File: src/rtl/sar_assist_pkg.sv
package sar_assist_pkg;

   typedef enum logic {
      DEC_CLEAR = 1'b0,
      DEC_KEEP  = 1'b1
   } sar_dec_e;

   // Result bit for one data position during a conversion step.
   function automatic logic merge_bit(input logic     cpu_b,
                                      input logic     trial_b,
                                      input logic     lower_b,
                                      input sar_dec_e dec);
      logic r;
      if (trial_b && (dec == DEC_CLEAR)) r = 1'b0;
      else                               r = cpu_b | lower_b;
      return r;
   endfunction

endpackage

File: src/rtl/sar_ctrl_reg.sv
module sar_ctrl_reg #(
   parameter int DATA_W = 8,
   parameter int CNT_W  = 4,
   parameter int COL_W  = 2,
   localparam int CTRL_W = CNT_W + 1 + COL_W
) (
   input  logic              clk,
   input  logic              rst_n,
   input  logic              cfg_we,
   input  logic [CTRL_W-1:0] cfg_wdata,
   output logic [CNT_W-1:0]  load_cnt,
   output logic              inv_q,
   output logic [COL_W-1:0]  col_q
);

   logic [CNT_W-1:0] cnt_field;
   assign cnt_field = cfg_wdata[CTRL_W-1 -: CNT_W];

   generate
      if ((2 ** CNT_W) - 1 > DATA_W) begin : g_clamp
         assign load_cnt = (cnt_field > CNT_W'(DATA_W)) ? CNT_W'(DATA_W) : cnt_field;
      end else begin : g_pass
         assign load_cnt = cnt_field;
      end
   endgenerate

   always_ff @(posedge clk) begin
      if (!rst_n) begin
         inv_q <= 1'b0;
         col_q <= '0;
      end else if (cfg_we) begin
         inv_q <= cfg_wdata[COL_W];
         col_q <= cfg_wdata[COL_W-1:0];
      end
   end

endmodule

File: src/rtl/sar_step_seq.sv
module sar_step_seq #(
   parameter int DATA_W = 8,
   parameter int CNT_W  = 4
) (
   input  logic              clk,
   input  logic              rst_n,
   input  logic              load,
   input  logic [CNT_W-1:0]  load_cnt,
   input  logic              wr,
   output logic              step,
   output logic [CNT_W-1:0]  cnt_q,
   output logic [DATA_W-1:0] trial_q
);

   assign step = wr && (cnt_q != '0);

   always_ff @(posedge clk) begin
      if (!rst_n) begin
         cnt_q   <= '0;
         trial_q <= '0;
      end else if (load) begin
         cnt_q   <= load_cnt;
         trial_q <= (load_cnt == '0) ? '0 : (DATA_W'(1) << (load_cnt - 1'b1));
      end else if (step) begin
         cnt_q   <= cnt_q - 1'b1;
         trial_q <= trial_q >> 1;
      end
   end

endmodule

File: src/rtl/sar_bit_merge.sv
module sar_bit_merge
   import sar_assist_pkg::*;
#(
   parameter int DATA_W  = 8,
   parameter int NUM_COL = 4,
   parameter int COL_W   = 2
) (
   input  logic [NUM_COL-1:0] cmp_col,
   input  logic [COL_W-1:0]   col,
   input  logic               inv,
   input  logic               step,
   input  logic [DATA_W-1:0]  trial,
   input  logic [DATA_W-1:0]  cpu_wdata,
   output logic [DATA_W-1:0]  dac_wdata
);

   logic     cmp_sel;
   sar_dec_e dec;

   generate
      if (NUM_COL == 1) begin : g_single
         assign cmp_sel = cmp_col[0];
      end else begin : g_mux
         assign cmp_sel = cmp_col[col];
      end
   endgenerate

   assign dec = sar_dec_e'(cmp_sel ^ inv);

   generate
      for (genvar i = 0; i < DATA_W; i++) begin : g_bit
         logic lower;
         if (i < DATA_W - 1) begin : g_low
            assign lower = trial[i+1];
         end else begin : g_top
            assign lower = 1'b0;
         end
         assign dac_wdata[i] = step ? merge_bit(cpu_wdata[i], trial[i], lower, dec)
                                    : cpu_wdata[i];
      end
   endgenerate

endmodule

File: src/rtl/sar_step_assist.sv
module sar_step_assist #(
   parameter int DATA_W  = 8,
   parameter int CNT_W   = 4,
   parameter int NUM_COL = 4,
   localparam int COL_W  = (NUM_COL > 1) ? $clog2(NUM_COL) : 1,
   localparam int CTRL_W = CNT_W + 1 + COL_W
) (
   input  logic               clk,
   input  logic               rst_n,
   input  logic               cfg_we,
   input  logic [CTRL_W-1:0]  cfg_wdata,
   output logic [CTRL_W-1:0]  cfg_rdata,
   input  logic [NUM_COL-1:0] cmp_col,
   input  logic               cpu_wr,
   input  logic [DATA_W-1:0]  cpu_wdata,
   output logic [DATA_W-1:0]  dac_wdata
);

   generate
      if (DATA_W < 2) begin : g_bad_data_w
         $error("sar_step_assist: DATA_W must be at least 2");
      end
      if (CNT_W < 1) begin : g_bad_cnt_w
         $error("sar_step_assist: CNT_W must be at least 1");
      end
      if (NUM_COL < 1) begin : g_bad_cols
         $error("sar_step_assist: NUM_COL must be at least 1");
      end
   endgenerate

   logic [CNT_W-1:0]  load_cnt;
   logic              inv_q;
   logic [COL_W-1:0]  col_q;
   logic              step;
   logic [CNT_W-1:0]  cnt_q;
   logic [DATA_W-1:0] trial_q;

   sar_ctrl_reg #(
      .DATA_W (DATA_W),
      .CNT_W  (CNT_W),
      .COL_W  (COL_W)
   ) u_ctrl (
      .clk       (clk),
      .rst_n     (rst_n),
      .cfg_we    (cfg_we),
      .cfg_wdata (cfg_wdata),
      .load_cnt  (load_cnt),
      .inv_q     (inv_q),
      .col_q     (col_q)
   );

   sar_step_seq #(
      .DATA_W (DATA_W),
      .CNT_W  (CNT_W)
   ) u_seq (
      .clk      (clk),
      .rst_n    (rst_n),
      .load     (cfg_we),
      .load_cnt (load_cnt),
      .wr       (cpu_wr),
      .step     (step),
      .cnt_q    (cnt_q),
      .trial_q  (trial_q)
   );

   sar_bit_merge #(
      .DATA_W  (DATA_W),
      .NUM_COL (NUM_COL),
      .COL_W   (COL_W)
   ) u_merge (
      .cmp_col   (cmp_col),
      .col       (col_q),
      .inv       (inv_q),
      .step      (step),
      .trial     (trial_q),
      .cpu_wdata (cpu_wdata),
      .dac_wdata (dac_wdata)
   );

   assign cfg_rdata = {cnt_q, inv_q, col_q};

endmodule

File: config.mk
export PLATFORM = sky130hd
export DESIGN_NAME = sar_step_assist
export DESIGN_NICKNAME = d
export VERILOG_FILES = /design/src/rtl/sar_assist_pkg.sv /design/src/rtl/sar_ctrl_reg.sv /design/src/rtl/sar_step_seq.sv /design/src/rtl/sar_bit_merge.sv /design/src/rtl/sar_step_assist.sv
export SDC_FILE = /design/constraint.sdc
export NUM_CORES = 1
export LEC_CHECK = 0
export CAP_MARGIN = 30
export CORE_MARGIN = 2
export CORE_UTILIZATION = 38
export CTS_CLUSTER_DIAMETER = 50
export DETAILED_ROUTE_END_ITERATION = 8
export GPL_TIMING_DRIVEN = 0
export HOLD_SLACK_MARGIN = 0.15
export PLACE_DENSITY = 0.8
export SYNTH_ARGS = -nofsm -noshare
export SYNTH_HDL_FRONTEND = slang
export SYNTH_HIERARCHICAL = 1
export SYNTH_SLANG_ARGS = --single-unit
File: constraint.sdc
create_clock -name clk -period 1.7 [get_ports clk]
set_input_delay 0.17 -clock clk [delete_from_list [all_inputs] [get_ports clk]]
set_output_delay 0.17 -clock clk [all_outputs]
set_load 0.1 [all_outputs]
==> metrics.md, run 1 <==
| Metric | Value |
|---|---|
| TritonCTS clock tree | `yes` |
| ANT nets after route | `0` |
| Maximum level of the CTS H-tree | `1` |
| Max-slew violations | `0` |
| Net switching power | `557 uW` |
| Highest achievable clock rate | `0.469 GHz` |
| Die X-Extent | `53.7 microns` |
| Number of antenna cells inserted | `0` |
| Overall routed net length | `2970 microns` |
| Portion of the post-synthesis area used by sequential elements | `0.320` |
| Number of detailed-route iterations in the first pass | `4` |
| Worst slew pin tran | `0.953 ns` |
| Row Count | `18` |
| Residual overflow from global routing | `0` |
| Antenna violations before repair | `0` |
| Most frequent cells after synthesis | `dfxtp_1, a21oi_1, nand3_1, nor2b_1` |
| Critical Path Sink Type | `primary output` |
| Worst setup path startpoint | `u_seq/cnt_q[1]` |
| Final hold violations | `0` |
| Result of the run | `complete, but fails checks` |
| Vias in the first global route | `1086` |
| Clock slew at the register clock pins of the worst setup and hold paths | `0.09 ns` |
| Via-per-instance ratio | `5.61` |
| Kind of cell with the highest combined delay on the critical path | `simple AND/OR/NAND/NOR gates` |
| Net count after synthesis | `139` |
| Ordered list of cells on the worst path | `inv_4 -> ha_4 -> or3b_4 -> and2_4 -> clkbuf_16 -> a31oi_4 -> buf_12` |
| Wire length of the first global-routing pass | `4830 microns` |
| Worst-path maximum fanout | `8` |
| Headroom to the max-slew limit | `0.367` |
| Leakage | `0.000646 uW` |
| Worst Clk Skew | `0.00740 ns` |
| Path category of the worst min-delay check | `in2reg` |
| Buffer cell driving the clock tree root | `clkbuf_4` |
| VDD IR max | `522 uV` |
| Layout Utilization | `0.755` |
| Maximum number of pins on one net before global-route repair | `11` |
| Global routing met1 resource utilization | `0.267` |
| Primary flip-flop cell chosen by synthesis mapping | `dfxtp_1` |
| Height of the chip | `53.7 microns` |
| Worst hold path startpoint | `cfg_wdata[0]` |
| Total die area | `0.00289 sq mm` |
| Area growth, synth to finish | `93.7%` |
| Proportion of power drawn by combinational gates | `0.536` |
| Pre-CTS WS | `-1.22 ns` |
| Number of buffer cells added on primary ports | `37` |
| Weighted congestion at the end of routability-driven global placement | `0.832` |
| Failing checks | `negative setup slack` |
| Most used routing layer in global routing | `met2` |
| Cell Int Power | `774 uW` |
| Synth async-reset ratio | `0` |
| Clock share of power | `0.150` |
| Total vias in the final route | `1122` |
| Switch share | `0.418` |
| Library cell occupying the most area in the post-synthesis netlist | `dfxtp_1` |
| Number of buffers and inverters on the critical path | `3` |
| Final layout net count | `195` |
| Final number of setup-violating endpoints | `8` |
| Area of the placeable core | `0.00241 sq mm` |
| Areal power density over the cells | `731 mW/mm^2` |
| Total standard cell area after synthesis | `940 sq um` |
| Met2 Usage GRT | `0.419` |
| Global Route met3 Usage | `0.0333` |
| Hold-fix buffers at CTS | `0` |
| Maximum cell stage delay along the critical path | `0.37 ns` |
| Number of enable flip-flop cells after synthesis | `0` |
| Post-synthesis register bit count | `15` |
| Post-Syn Instances | `115` |
| Clock period minus final worst setup slack | `2.13 ns` |
| Aggregate global-route resource usage | `0.229` |
| Avg Synthesized Cell Area | `8.17 sq um` |
| Cell types occupying the most area after synthesis | `dfxtp_1, a311oi_1, nor2b_1` |
| Unrepaired setup endpoints after global routing | `yes` |
| Clock latency at the later pin of the worst-skew pair | `0.28 ns` |
| Initial Util | `0.390` |
| Startpoint class of the critical path | `flip-flop` |
| Buffer depth of the longest clock path | `2` |
| Relative contribution of sequential cells to total power | `0.314` |
| Total CTS buffers | `3` |
| Worst Path Arrival | `1.96 ns` |
| Kind of critical path | `reg2out` |
| Final worst-path cycle share | `1.25` |
| Area share of the largest cell type after synthesis | `0.320` |
| DR DRC count | `0` |
| Unique masters post-synth | `29` |
| CTS sink count | `15` |
| Number of design-rule violations left by the first detailed-router iteration | `28` |
| Final setup margin | `-0.430 ns` |
| Cell with the largest stage delay on the worst path | `or3b_4` |
| Number of top-level pins | `38` |
| Worst hold slack | `0.506 ns` |
| Data required time at the worst endpoint | `1.53 ns` |
| Total power | `1330 uW` |
| Share of post-route cells with drive strength above 1 | `0.365` |
| Number of max-capacitance violations reported | `0` |
| R2r startpoint | `u_seq/cnt_q[1]` |
| Placed wire-length estimate after detailed placement | `2090 microns` |
| Synth warnings | `6` |
| Routed wirelength normalized by instance count | `14.8 microns` |
| Most repeated cell in the gate-level netlist after synthesis | `dfxtp_1` |
==> per-stage QoR <==
step | instances | cell area, sq um | TNS, ns
2_1_floorplan | 115 | 1140 | -4.16
3_3_place_gp | 182 | 1550 | -9.77
3_5_place_dp | 182 | 1550 | -10.04
4_1_cts | 198 | 1780 | -3.33
5_1_grt | 200 | 1820 | -3.86
6_report | 200 | 1820 | -3.15
==> registers in the layout (all words and copies together) (netlist names) <==
| signal | count |
|---|---|
| u_ctrl/col_q | 2 |
| u_ctrl/inv_q | 1 |
| u_seq/cnt_q | 4 |
| u_seq/trial_q | 8 |
==> worst min-delay path: cells and delay by family <==
| family | cells | cell delay, ns |
|---|---|---|
| buffers and inverters | 1 | 0.39 |
| muxes | 1 | 0.13 |
| and+or+nand+nor | 1 | 0.06 |
==> final timing paths <==
path                       to  slack, ns  cells past startpoint
min reg2reg    u_seq/cnt_q[2]       0.51                      2
min           u_ctrl/col_q[0]       0.51                      3
max              dac_wdata[5]      -0.43                      7
max reg2reg  u_seq/trial_q[2]       0.03                      7
==> logic make-up (layout without fill, tap and decap cells) <==
| family | count (synthesis) | in the layout | synth area share |
|---|---|---|---|
| simple gates | 42 | 42 | 0.245 |
| compound gates | 37 | 37 | 0.277 |
| flops | 15 | 15 | 0.320 |
| buf+inv | 14 | 69 | 0.0612 |
| mux | 5 | 5 | 0.0666 |
| fa+ha+maj | 1 | 1 | 0.0133 |
| xor+xnor | 1 | 1 | 0.0173 |
==> layout make-up <==
type / instances / area [sq um]
Buffer: 9 / 62.6
Clock buffer: 4 / 26.3
Tap cell: 30 / 37.5
Timing Repair Buffer: 51 / 587
Sequential cell: 15 / 315
Fill cell: 167 / 589
Inverter: 5 / 21.3
Multi-Input combinational cell: 86 / 771
==> power by group through the flow <==
stage / Clock (uW) / Sequential [uW] / Combinational (uW)
floorplan: 0 / 494 / 355
global placement: 0 / 424 / 562
detailed placement: 0 / 427 / 571
CTS: 211 / 417 / 687
global route: 238 / 422 / 750
finish: 200 / 418 / 714
==> cells in the final DEF, fill, tap and decap left out, types with 2 or more instances in the layout <==
cell / netlist / layout
nor2_1: 6 / 6
inv_1: 5 / 3
dfxtp_2: 0 / 3
a311oi_1: 8 / 8
nand4_1: 4 / 4
clkbuf_2: 0 / 2
nor2b_1: 9 / 9
a31oi_4: 0 / 8
dfxtp_4: 0 / 3
a211oi_2: 0 / 4
clkdlybuf4s15_2: 0 / 4
o211ai_1: 2 / 2
buf_12: 0 / 8
a21oi_4: 0 / 2
clkbuf_1: 6 / 6
nand3_1: 9 / 9
buf_6: 0 / 5
clkbuf_4: 0 / 3
nand2_1: 8 / 8
a21oi_1: 9 / 7
a211oi_1: 7 / 3
mux2i_1: 4 / 4
dfxtp_1: 15 / 9
buf_4: 1 / 10
clkbuf_16: 0 / 2
clkdlybuf4s50_1: 0 / 22
==> routing by layer <==
metal	vias to the layer above	part of all wire
met4	0	0.0037
met5	-	0
met1	520	0.42
li1	550	-
met2	50	0.52
met3	2	0.058
==> timing repair <==
item,in CTS,in global routing
endpoints found under the setup margin,15,18
pin swaps,7,7
gates resized for setup,94,12
hold endpoints to repair,0,0
cloned,1,0
buffers inserted,12,2
No activity file was read; power rests on OpenSTA's default activity.
==> inputs of run 2 (changes only) <==
Settings changed: CORE_UTILIZATION 38 to 44, DONT_BUFFER_PORTS set to 1, PLACE_DENSITY 0.8 to 0.66.
==> run 2 against run 1 <==
  * The flow still finishes with violations (negative setup slack)
  * Clock power is 5% higher
  * Highest routed layer unchanged
  * Largest power group unchanged
  * Utilization up 1.2 points
  * Flip-flop and latch count unchanged
==> metrics.md, run 2 (synthesized netlist as in run 1, its figures left out) <==
| Metric | Value |
|---|---|
| Result of the run | `complete, but fails checks` |
| Failing checks | `negative setup slack` |
| ANT nets after route | `0 (unchanged)` |
| Worst Path Arrival | `2.45 ns (+0.49 ns)` |
| Cell count of the worst hold path | `2 (-1)` |
| Kind of cell with the highest combined delay on the critical path | `multiplexers` |
| Worst slew pin tran | `0.858 ns (-0.0951 ns)` |
| Final number of setup-violating endpoints | `17 (+9)` |
| R2r startpoint | `u_seq/cnt_q[0]` |
| Most frequent cells in the layout | `nor2b_1, dlygate4sd3_1, dfxtp_1, nand3_1` |
| Met2 Usage GRT | `0.360 (-0.0591)` |
| Max-slew violations | `0 (unchanged)` |
| Pre-CTS WS | `-0.615 ns (+0.607 ns)` |
| Maximum level of the CTS H-tree | `1 (unchanged)` |
| Maximum cell stage delay along the critical path | `0.62 ns (+0.25 ns)` |
| Buffer cell driving the clock tree root | `clkbuf_4` |
| Register containing the most flip-flops in the final layout | `u_seq/trial_q` |
| Number of detailed-route iterations in the first pass | `4 (unchanged)` |
| Unrepaired setup endpoints after global routing | `yes` |
| Initial Util | `0.474 (+0.0842)` |
| Most used routing layer in global routing | `met2` |
| Global Route met3 Usage | `0.0327 (-0.000595)` |
| Number of max-capacitance violations reported | `0 (unchanged)` |
| Weighted congestion at the end of routability-driven global placement | `0.840 (+0.91%)` |
| Final hold violations | `0 (unchanged)` |
| Number of buffer cells added on primary ports | `0 (-100%)` |
| Cell with the largest stage delay on the worst path | `mux4_2` |
| Headroom to the max-slew limit | `0.428 (+0.0609)` |
| Overall routed net length | `2840 microns (-4.3%)` |
| Maximum number of pins on one net before global-route repair | `11 (unchanged)` |
| Leakage | `0.000486 uW (-25%)` |
| Sequential cell area in the final layout | `315 sq um (unchanged)` |
| Worst hold path startpoint | `cpu_wr` |
| Routed wirelength normalized by instance count | `17.4 microns (+17%)` |
| Number of top-level pins | `38 (unchanged)` |
| Area growth, synth to finish | `61.9%` |
| VDD IR max | `643 uV (+23%)` |
| Number of cells in the finished layout apart from fillers | `163 (-19%)` |
| Total vias in the final route | `1010 (-10%)` |
| Final layout net count | `161 (-17%)` |
| TritonCTS clock tree | `yes` |
| Area after DPL | `0.00117 sq mm (-24%)` |
| Highest achievable clock rate | `0.381 GHz (-19%)` |
| Cell area after layout | `0.00152 sq mm (-16%)` |
| Via-per-instance ratio | `6.20 (+10%)` |
| Final worst-path cycle share | `1.54 (+0.291)` |
| Clock latency at the later pin of the worst-skew pair | `0.28 ns (about the same)` |
| Data required time at the worst endpoint | `1.53 ns (about the same)` |
| Path category of the worst min-delay check | `in2reg` |
| Ordered list of cells on the worst path | `mux4_2 -> xnor2_4 -> buf_12 -> a31oi_4` |
| Areal power density over the cells | `838 mW/mm^2 (+15%)` |
| Clock slew at the register clock pins of the worst setup and hold paths | `0.09 ns (about the same)` |
| Kind of critical path | `reg2out` |
| Flip-flop count of the largest register, all copies and words added | `8 (unchanged)` |
| Row Count | `16 (-2)` |
| Number of antenna cells inserted | `0 (unchanged)` |
| Area of the multi-input gates | `843 sq um (+9.4%)` |
| Total CTS buffers | `3 (unchanged)` |
| DR DRC count | `0 (unchanged)` |
| Vias in the first global route | `881 (-19%)` |
| Total die area | `0.00252 sq mm (-13%)` |
| Clock period minus final worst setup slack | `2.62 ns (+0.495 ns)` |
| R2r worst-path depth | `7 (unchanged)` |
| Buffer depth of the longest clock path | `2 (unchanged)` |
| Wire length of the first global-routing pass | `4200 microns (-13%)` |
| Number of buffers and inverters on the critical path | `1 (-2)` |
| CTS sink count | `15 (unchanged)` |
| Largest regs | `u_seq/trial_q (8), u_seq/cnt_q (4), u_ctrl/col_q (2)` |
| Critical Path Sink Type | `primary output` |
| Total of fill cells in the finished design | `126 (-25%)` |
| Startpoint class of the critical path | `flip-flop` |
| Share of post-route cells with drive strength above 1 | `0.382 (+0.0176)` |
| Worst Clk Skew | `0.00199 ns (-0.00541 ns)` |
| Placed wire-length estimate after detailed placement | `1710 microns (-18%)` |
| Aggregate global-route resource usage | `0.217 (-0.0120)` |
| Number of design-rule violations left by the first detailed-router iteration | `18 (-36%)` |
| Worst-path maximum fanout | `6 (-2)` |
| Height of the chip | `50.2 microns (-6.5%)` |
| Global routing met1 resource utilization | `0.288 (+0.0206)` |
| Number of gates on the worst path with buffers counted | `4 (-3)` |
| Worst setup path startpoint | `u_ctrl/col_q[0]` |
| Antenna violations before repair | `0 (unchanged)` |
| Die X-Extent | `50.2 microns (-6.5%)` |
| Number of placed instances, taps included | `142 (-22%)` |
| Area of the placeable core | `0.00198 sq mm (-18%)` |
| Residual overflow from global routing | `0 (unchanged)` |
| Final setup margin | `-0.925 ns (-0.495 ns)` |
[run 2: cell count changes in the layout (fill, tap and decap cells not counted), moves of 2 or more]
| cell | before | now |
|---|---|---|
| buf_4 | 10 | 2 |
| a211oi_4 | 0 | 4 |
| a311oi_2 | 0 | 5 |
| a311oi_1 | 8 | 3 |
| clkdlybuf4s15_2 | 4 | 0 |
| a211oi_1 | 3 | 0 |
| buf_12 | 8 | 2 |
| dlygate4sd3_1 | 0 | 9 |
| clkdlybuf4s50_1 | 22 | 0 |
| clkbuf_2 | 2 | 0 |
| a21oi_2 | 0 | 2 |
[run 2: final cells by class]
class	instances	share of cell area
multi-input cells	86	0.554
plain buffers	9	0.0493
clock inverters	1	0.00329
clock buffers	3	0.0148
flip-flops and latches	15	0.207
repair buffers	17	0.133
inverters	5	0.0156
well taps	27	0.0222
[run 2: final timing paths]
path                            to  slack, ns
setup / recovery      dac_wdata[1]      -0.92
hold / removal    u_seq/trial_q[0]       0.16
setup reg to reg  u_seq/trial_q[2]      -0.11
hold reg to reg   u_seq/trial_q[0]       0.57
[run 2: power breakdown]
| part | total (uW) | switching (uW) | internal [uW] |
|---|---|---|---|
| Sequential | 501 | 122 | 379 |
| Combinational | 565 | 327 | 237 |
| Clock | 209 | 122 | 87.4 |
| Total | 1280 | 571 | 704 |
[run 2: per-stage QoR]
stage	TNS, ns	utilization	power [uW]	hold slack, ns
finish	-7.55	0.768	1280	0.165
floorplan	-4.16	-	850	0.297
global placement	-4.68	0.591	888	0.300
detailed placement	-4.96	0.591	894	0.306
CTS	-7.37	0.672	1150	0.156
global route	-8.38	0.768	1320	0.160
[run 2: routing by layer]
layer	up-vias	wire, microns
li1	475	-
met1	500	1220
met2	31	1470
met3	4	124
met4	0	29
met5	-	0
[run 2: timing repair]
action                                  CTS  global route
setup buffers                             1             5
pin swaps                                 6            22
hold buffers                              9             0
cloned                                    1             1
hold endpoints to repair                 13             0
resized for setup                         5            23
endpoints found under the setup margin   15            18
==> inputs of run 3 (changes only) <==
Settings changed: SLEW_MARGIN set to 20.
==> results of run 3 <==
Final layout, timing and power as in run 2 (identical DEF).
